`src/rtl/snoop_pkg.sv`:
```
package snoop_pkg;

  typedef enum logic [1:0] {
    XK_NORMAL   = 2'b00,
    XK_LINEMOVE = 2'b01,
    XK_ALTSPACE = 2'b10,
    XK_ACKCYC   = 2'b11
  } xfer_kind_e;

  function automatic logic kind_snoopable(input logic [1:0] k);
    xfer_kind_e kk;
    kk = xfer_kind_e'(k);
    return (kk == XK_NORMAL) || (kk == XK_LINEMOVE);
  endfunction

endpackage

```
`src/rtl/snoop_capture.sv`:
```
module snoop_capture #(
  parameter int ADDR_W = 32,
  parameter int OFF_W  = 4
) (
  input  logic                    clk,
  input  logic                    rst,
  input  logic                    bclk_en,
  input  logic                    xfer_start,
  input  logic                    snoop_en,
  input  logic [1:0]              xfer_kind,
  input  logic [ADDR_W-1:0]       bus_addr,
  output logic [ADDR_W-OFF_W-1:0] first_line,
  output logic                    chk_v,
  output logic [ADDR_W-OFF_W-1:0] chk_line,
  output logic                    cap_err
);
  import snoop_pkg::*;

  logic              s1_v;
  logic [ADDR_W-1:0] s1_addr;

  // First capture on the bus edge, second on the next core edge.
  always_ff @(posedge clk) begin
    if (rst) begin
      s1_v    <= 1'b0;
      chk_v   <= 1'b0;
      cap_err <= 1'b0;
    end else begin
      s1_v  <= bclk_en && xfer_start && snoop_en && kind_snoopable(xfer_kind);
      chk_v <= s1_v && (bus_addr == s1_addr);
      if (s1_v && (bus_addr != s1_addr)) cap_err <= 1'b1;
    end
  end

  always_ff @(posedge clk) begin
    if (bclk_en && xfer_start) s1_addr <= bus_addr;
    chk_line <= s1_addr[ADDR_W-1:OFF_W];
  end

  assign first_line = s1_addr[ADDR_W-1:OFF_W];
endmodule

```
`src/rtl/tag_ram.sv`:
```
module tag_ram #(
  parameter int IDX_W = 6,
  parameter int TAG_W = 22
) (
  input  logic             clk,
  input  logic             we,
  input  logic [IDX_W-1:0] w_idx,
  input  logic [TAG_W-1:0] w_tag,
  input  logic [IDX_W-1:0] a_idx,
  output logic [TAG_W-1:0] a_tag,
  input  logic [IDX_W-1:0] b_idx,
  output logic [TAG_W-1:0] b_tag
);
  localparam int DEPTH = 1 << IDX_W;

  logic [TAG_W-1:0] mem [DEPTH];

  // One write port, two synchronous read ports (read-first).
  always_ff @(posedge clk) begin
    if (we) mem[w_idx] <= w_tag;
    a_tag <= mem[a_idx];
    b_tag <= mem[b_idx];
  end
endmodule

```
`src/rtl/line_state.sv`:
```
module line_state #(
  parameter int IDX_W = 6
) (
  input  logic               clk,
  input  logic               rst,
  input  logic               set_en,
  input  logic [IDX_W-1:0]   set_idx,
  input  logic               set_dirty,
  input  logic               clr_en,
  input  logic [IDX_W-1:0]   clr_idx,
  output logic [(1<<IDX_W)-1:0] valid_o,
  output logic [(1<<IDX_W)-1:0] dirty_o
);
  localparam int LINES = 1 << IDX_W;

  // Clear beats set on a shared index.
  for (genvar i = 0; i < LINES; i++) begin : g_line
    always_ff @(posedge clk) begin
      if (rst) begin
        valid_o[i] <= 1'b0;
        dirty_o[i] <= 1'b0;
      end else if (clr_en && (clr_idx == IDX_W'(i))) begin
        valid_o[i] <= 1'b0;
        dirty_o[i] <= 1'b0;
      end else if (set_en && (set_idx == IDX_W'(i))) begin
        valid_o[i] <= 1'b1;
        dirty_o[i] <= set_dirty;
      end
    end
  end
endmodule

```
`src/rtl/snoop_inval_unit.sv`:
```
module snoop_inval_unit #(
  parameter int ADDR_W     = 32,
  parameter int LINE_BYTES = 16,
  parameter int LINES      = 64,
  localparam int OFF_W     = $clog2(LINE_BYTES),
  localparam int IDX_W     = $clog2(LINES),
  localparam int LADDR_W   = ADDR_W - OFF_W,
  localparam int TAG_W     = LADDR_W - IDX_W
) (
  input  logic               clk,
  input  logic               rst,
  input  logic               bclk_en,
  input  logic               xfer_start,
  input  logic               snoop_en,
  input  logic [1:0]         xfer_kind,
  input  logic               xfer_rw,
  input  logic [1:0]         xfer_size,
  input  logic [ADDR_W-1:0]  bus_addr,
  input  logic               fill_en,
  input  logic [LADDR_W-1:0] fill_line,
  input  logic               fill_dirty,
  input  logic [LADDR_W-1:0] look_line,
  output logic               look_hit,
  output logic               look_dirty,
  output logic               cap_err
);
  logic [LADDR_W-1:0] first_line, chk_line;
  logic               chk_v;
  logic [TAG_W-1:0]   snp_tag_rd, lk_tag_rd;
  logic [LINES-1:0]   valid_w, dirty_w;
  logic               inval_fire;
  logic [IDX_W-1:0]   chk_idx;

  snoop_capture #(.ADDR_W(ADDR_W), .OFF_W(OFF_W)) u_cap (
    .clk(clk), .rst(rst), .bclk_en(bclk_en), .xfer_start(xfer_start),
    .snoop_en(snoop_en), .xfer_kind(xfer_kind), .bus_addr(bus_addr),
    .first_line(first_line), .chk_v(chk_v), .chk_line(chk_line),
    .cap_err(cap_err)
  );

  tag_ram #(.IDX_W(IDX_W), .TAG_W(TAG_W)) u_tags (
    .clk(clk), .we(fill_en),
    .w_idx(fill_line[IDX_W-1:0]), .w_tag(fill_line[LADDR_W-1:IDX_W]),
    .a_idx(first_line[IDX_W-1:0]), .a_tag(snp_tag_rd),
    .b_idx(look_line[IDX_W-1:0]),  .b_tag(lk_tag_rd)
  );

  assign chk_idx    = chk_line[IDX_W-1:0];
  assign inval_fire = chk_v && valid_w[chk_idx] &&
                      (snp_tag_rd == chk_line[LADDR_W-1:IDX_W]);

  line_state #(.IDX_W(IDX_W)) u_state (
    .clk(clk), .rst(rst),
    .set_en(fill_en), .set_idx(fill_line[IDX_W-1:0]), .set_dirty(fill_dirty),
    .clr_en(inval_fire), .clr_idx(chk_idx),
    .valid_o(valid_w), .dirty_o(dirty_w)
  );

  // Core lookup: state sampled on the first edge, compared on the second.
  logic             lk_v_q, lk_d_q;
  logic [TAG_W-1:0] lk_tag_q;

  always_ff @(posedge clk) begin
    if (rst) begin
      lk_v_q     <= 1'b0;
      lk_d_q     <= 1'b0;
      look_hit   <= 1'b0;
      look_dirty <= 1'b0;
    end else begin
      lk_v_q     <= valid_w[look_line[IDX_W-1:0]];
      lk_d_q     <= dirty_w[look_line[IDX_W-1:0]];
      look_hit   <= lk_v_q && (lk_tag_rd == lk_tag_q);
      look_dirty <= lk_v_q && lk_d_q && (lk_tag_rd == lk_tag_q);
    end
  end

  always_ff @(posedge clk) lk_tag_q <= look_line[LADDR_W-1:IDX_W];
endmodule

```
`config.mk`:
```
export PLATFORM = sky130hd
export DESIGN_NAME = snoop_inval_unit
export DESIGN_NICKNAME = d
export VERILOG_FILES = /design/src/rtl/snoop_pkg.sv /design/src/rtl/snoop_capture.sv /design/src/rtl/tag_ram.sv /design/src/rtl/line_state.sv /design/src/rtl/snoop_inval_unit.sv
export SDC_FILE = /design/constraint.sdc
export NUM_CORES = 2
export LEC_CHECK = 0
export CORE_ASPECT_RATIO = 0.9
export CORE_MARGIN = 8
export CORE_UTILIZATION = 25
export CTS_CLUSTER_SIZE = 16
export DETAILED_ROUTE_END_ITERATION = 12
export HOLD_SLACK_MARGIN = 0.03
export PLACE_DENSITY_LB_ADDON = 0.12
export SLEW_MARGIN = 40
export SYNTH_ARGS = -nofsm -noshare
export SYNTH_HDL_FRONTEND = slang
export SYNTH_SLANG_ARGS = --single-unit
```
`constraint.sdc`:
```
create_clock -name clk -period 9.7 [get_ports clk]
set_clock_uncertainty 0.2 [all_clocks]
set_input_delay 2.91 -clock clk [delete_from_list [all_inputs] [get_ports clk]]
set_output_delay 2.91 -clock clk [all_outputs]
set_load 0.02 [all_outputs]
```
==> results.json <==
{
  "grt_pass1_wl_um": 399000,
  "yosys_register_bits": 1669,
  "regArea_sq_um": 47800,
  "switching_share_pct": 24.3,
  "whs_ns": 0.188,
  "drive_gt1_share_pct": 30.5,
  "cts_tree": "yes",
  "htree_levels": 4,
  "startpoint_type": "input port",
  "hold_viol_final": 0,
  "cts_root_buffer": "clkbuf_16",
  "gp_congestion": 0.758,
  "cts_buffers": 198,
  "antenna_left": 0,
  "syn_to_final_growth_pct": 16.9,
  "antenna_found_initial": 29,
  "max-cap-violations": 0,
  "synth_fp_nets": 4244,
  "drt_wl_total_um": 295000,
  "netlist_area_sq_um": 75700,
  "ir_drop_mv": 0.137,
  "synth_cells": 4144,
  "multi_input_area_sq_um": 26700,
  "grt_max_degree": 89,
  "synth_edf_count": 1440,
  "p_int_w": 0.0128,
  "clock-sinks": 1669,
  "cts_resized": 0,
  "timing.fmax_mhz": 174,
  "ios": 103,
  "status": "finished clean",
  "yosysUniqueCellTypes": 60,
  "hp-class": "reg2reg",
  "clockPowerShare_pct": 44.0,
  "power_frac_seq_pct": 47.2,
  "core_area_sq_um": 301000,
  "die_h_um": 538,
  "p_switching_w": 0.00410,
  "drt_iter0_drc": 4646,
  "p_comb_share_pct": 8.8,
  "clock_latency_ns": 0.87,
  "slew_headroom_pct": 40.4,
  "track_usage_pct": 17.9,
  "clock_path_buffers": 4,
  "grt_overflow": 0,
  "pwr_density_cell_nw_per_um2": 191,
  "ys.flop_type": "edfxtp_1",
  "tns_ns": 0,
  "cts_hold_buf": 0,
  "final_cell_mix": "edfxtp_1, mux4_2, mux2i_1",
  "period_share_pct": 59.1,
  "hpwl_um": 185000,
  "post_cts_buffers": 0,
  "p_leak_nw": 27.3,
  "io_buffers": 98,
  "wire_per_inst_um": 35.0,
  "setup_viol": 0,
  "die_w_um": 596,
  "nFillCells": 29631,
  "nNetsFinal": 4413,
  "crit_required_ns": 9.97,
  "yosys_warnings": 0,
  "clk_pin_slew_ns": 0.06,
  "drc": 0,
  "worst_pin_slew_ns": 0.891,
  "placementRows": 191,
  "vias": 43969,
  "postSynthAreaPerCell_sq_um": 18.3,
  "start_util_pct": 25.1,
  "crit_fanout": 21,
  "die-area_sq_um": 321000,
  "via_per_inst": 5.21,
  "fin_crit_ns": 5.73,
  "async_flop_share_pct": 0,
  "ys_seq_area_share_pct": 63.2,
  "rsz0062_at_grt": "no",
  "drv_slew": 0,
  "final_common_cell": "edfxtp_1",
  "cp-end-kind": "flip-flop",
  "grt_pass1_vias": 45458,
  "cp.arrival_ns": 6.00,
  "criticalPathCategory": "in2reg",
  "dr.pass1.iters": 7
}
cell usage after synthesis, types with 32 or more instances:
cell type / count / area, sq um
a211oi_1: 101 / 758
a211oi_2: 34 / 425
a21oi_1: 69 / 345
a22o_1: 32 / 280
buf_2: 103 / 515
buf_4: 56 / 420
buf_6: 32 / 360
clkbuf_1: 111 / 417
dfxtp_1: 229 / 4580
edfxtp_1: 1440 / 43200
mux2i_1: 259 / 2590
mux4_2: 708 / 15900
nand2_1: 142 / 533
nor2_1: 174 / 653
o21ai_0: 32 / 160
o21bai_1: 50 / 375
o221ai_1: 32 / 280
o22ai_1: 165 / 1030
xnor2_1: 56 / 490
layout make-up:
| type | count | area share (%) |
|---|---|---|
| diodes | 10 | 0.0283 |
| multi-input cells | 2151 | 30.2 |
| clock inverters | 72 | 0.800 |
| well taps | 3956 | 5.59 |
| repair buffers | 291 | 2.97 |
| flip-flops and latches | 1669 | 54.1 |
| clock buffers | 291 | 6.36 |
| inverters | 2 | 0.00990 |
worst max-delay path: stages:
cell             delay, ns
clkdlybuf4s50_1       0.80
nand4_1               0.78
nor3_2                0.83
buf_4                 0.59
final timing paths:
check	end	from	cells after the start	slack, ns
setup / recovery	u_tags.mem[62][10]	fill_line[3]	4	3.97
hold / removal	u_cap.chk_line[6]	u_cap.s1_addr[10]	0	0.19
setup reg to reg	u_tags.a_tag[6]	u_cap.s1_addr[6]	6	5.54
hold reg to reg	u_cap.chk_line[6]	u_cap.s1_addr[10]	0	0.19
stage by stage:
step,instance area [sq um],instances,total power (W),util (%),setup WS [ns]
floorplan,75700,4144,0.00894,-,3.76
global placement,81700,8056,0.00963,27.1,3.01
detailed placement,82000,8066,0.00963,27.2,3.04
CTS,88400,8429,0.0171,29.3,3.95
global route,88500,8432,0.0174,29.4,3.93
finish,88500,8442,0.0169,29.4,3.97
flip-flops by register name, summed over array words and instances, names as in the netlist:
name	count
u_tags.mem	1408
u_state.dirty_o	64
u_state.valid_o	64
u_cap.s1_addr	32
u_cap.chk_line	28
lk_tag_q	22
u_tags.a_tag	22
u_tags.b_tag	22
lk_d_q	1
lk_v_q	1
look_dirty	1
look_hit	1
u_cap.cap_err	1
u_cap.chk_v	1
u_cap.s1_v	1
kinds of logic (layout without fill, tap and decap cells):
family | count (synthesis) | count (layout) | share of synthesized area (%)
DFF | 1669 | 1669 | 63.2
muxes | 967 | 967 | 24.5
AOI/OAI and AO/OA | 633 | 633 | 6.19
and+or+nand+nor | 475 | 475 | 2.83
buffers and inverters | 324 | 656 | 2.46
xor gates and xnor gates | 76 | 76 | 0.879
other | 0 | 10 | 0
power groups by stage:
stage | Combinational [W] | Clock [W] | Sequential [W]
2_1_floorplan | 0.000867 | 0 | 0.00807
4_1_cts | 0.00152 | 0.00762 | 0.00797
6_report | 0.00149 | 0.00742 | 0.00797
3_3_place_gp | 0.00151 | 0 | 0.00812
3_5_place_dp | 0.00151 | 0 | 0.00812
5_1_grt | 0.00157 | 0.00785 | 0.00797
layer usage:
metal	vias to the layer above	track usage [%]	part of all wire [%]
li1	17951	-	-
met1	24185	26.3	47
met2	1516	27.9	45
met3	309	2.85	5.7
met4	8	3.51	2.0
met5	-	0	0.019
(Power assumes the default switching activity.)
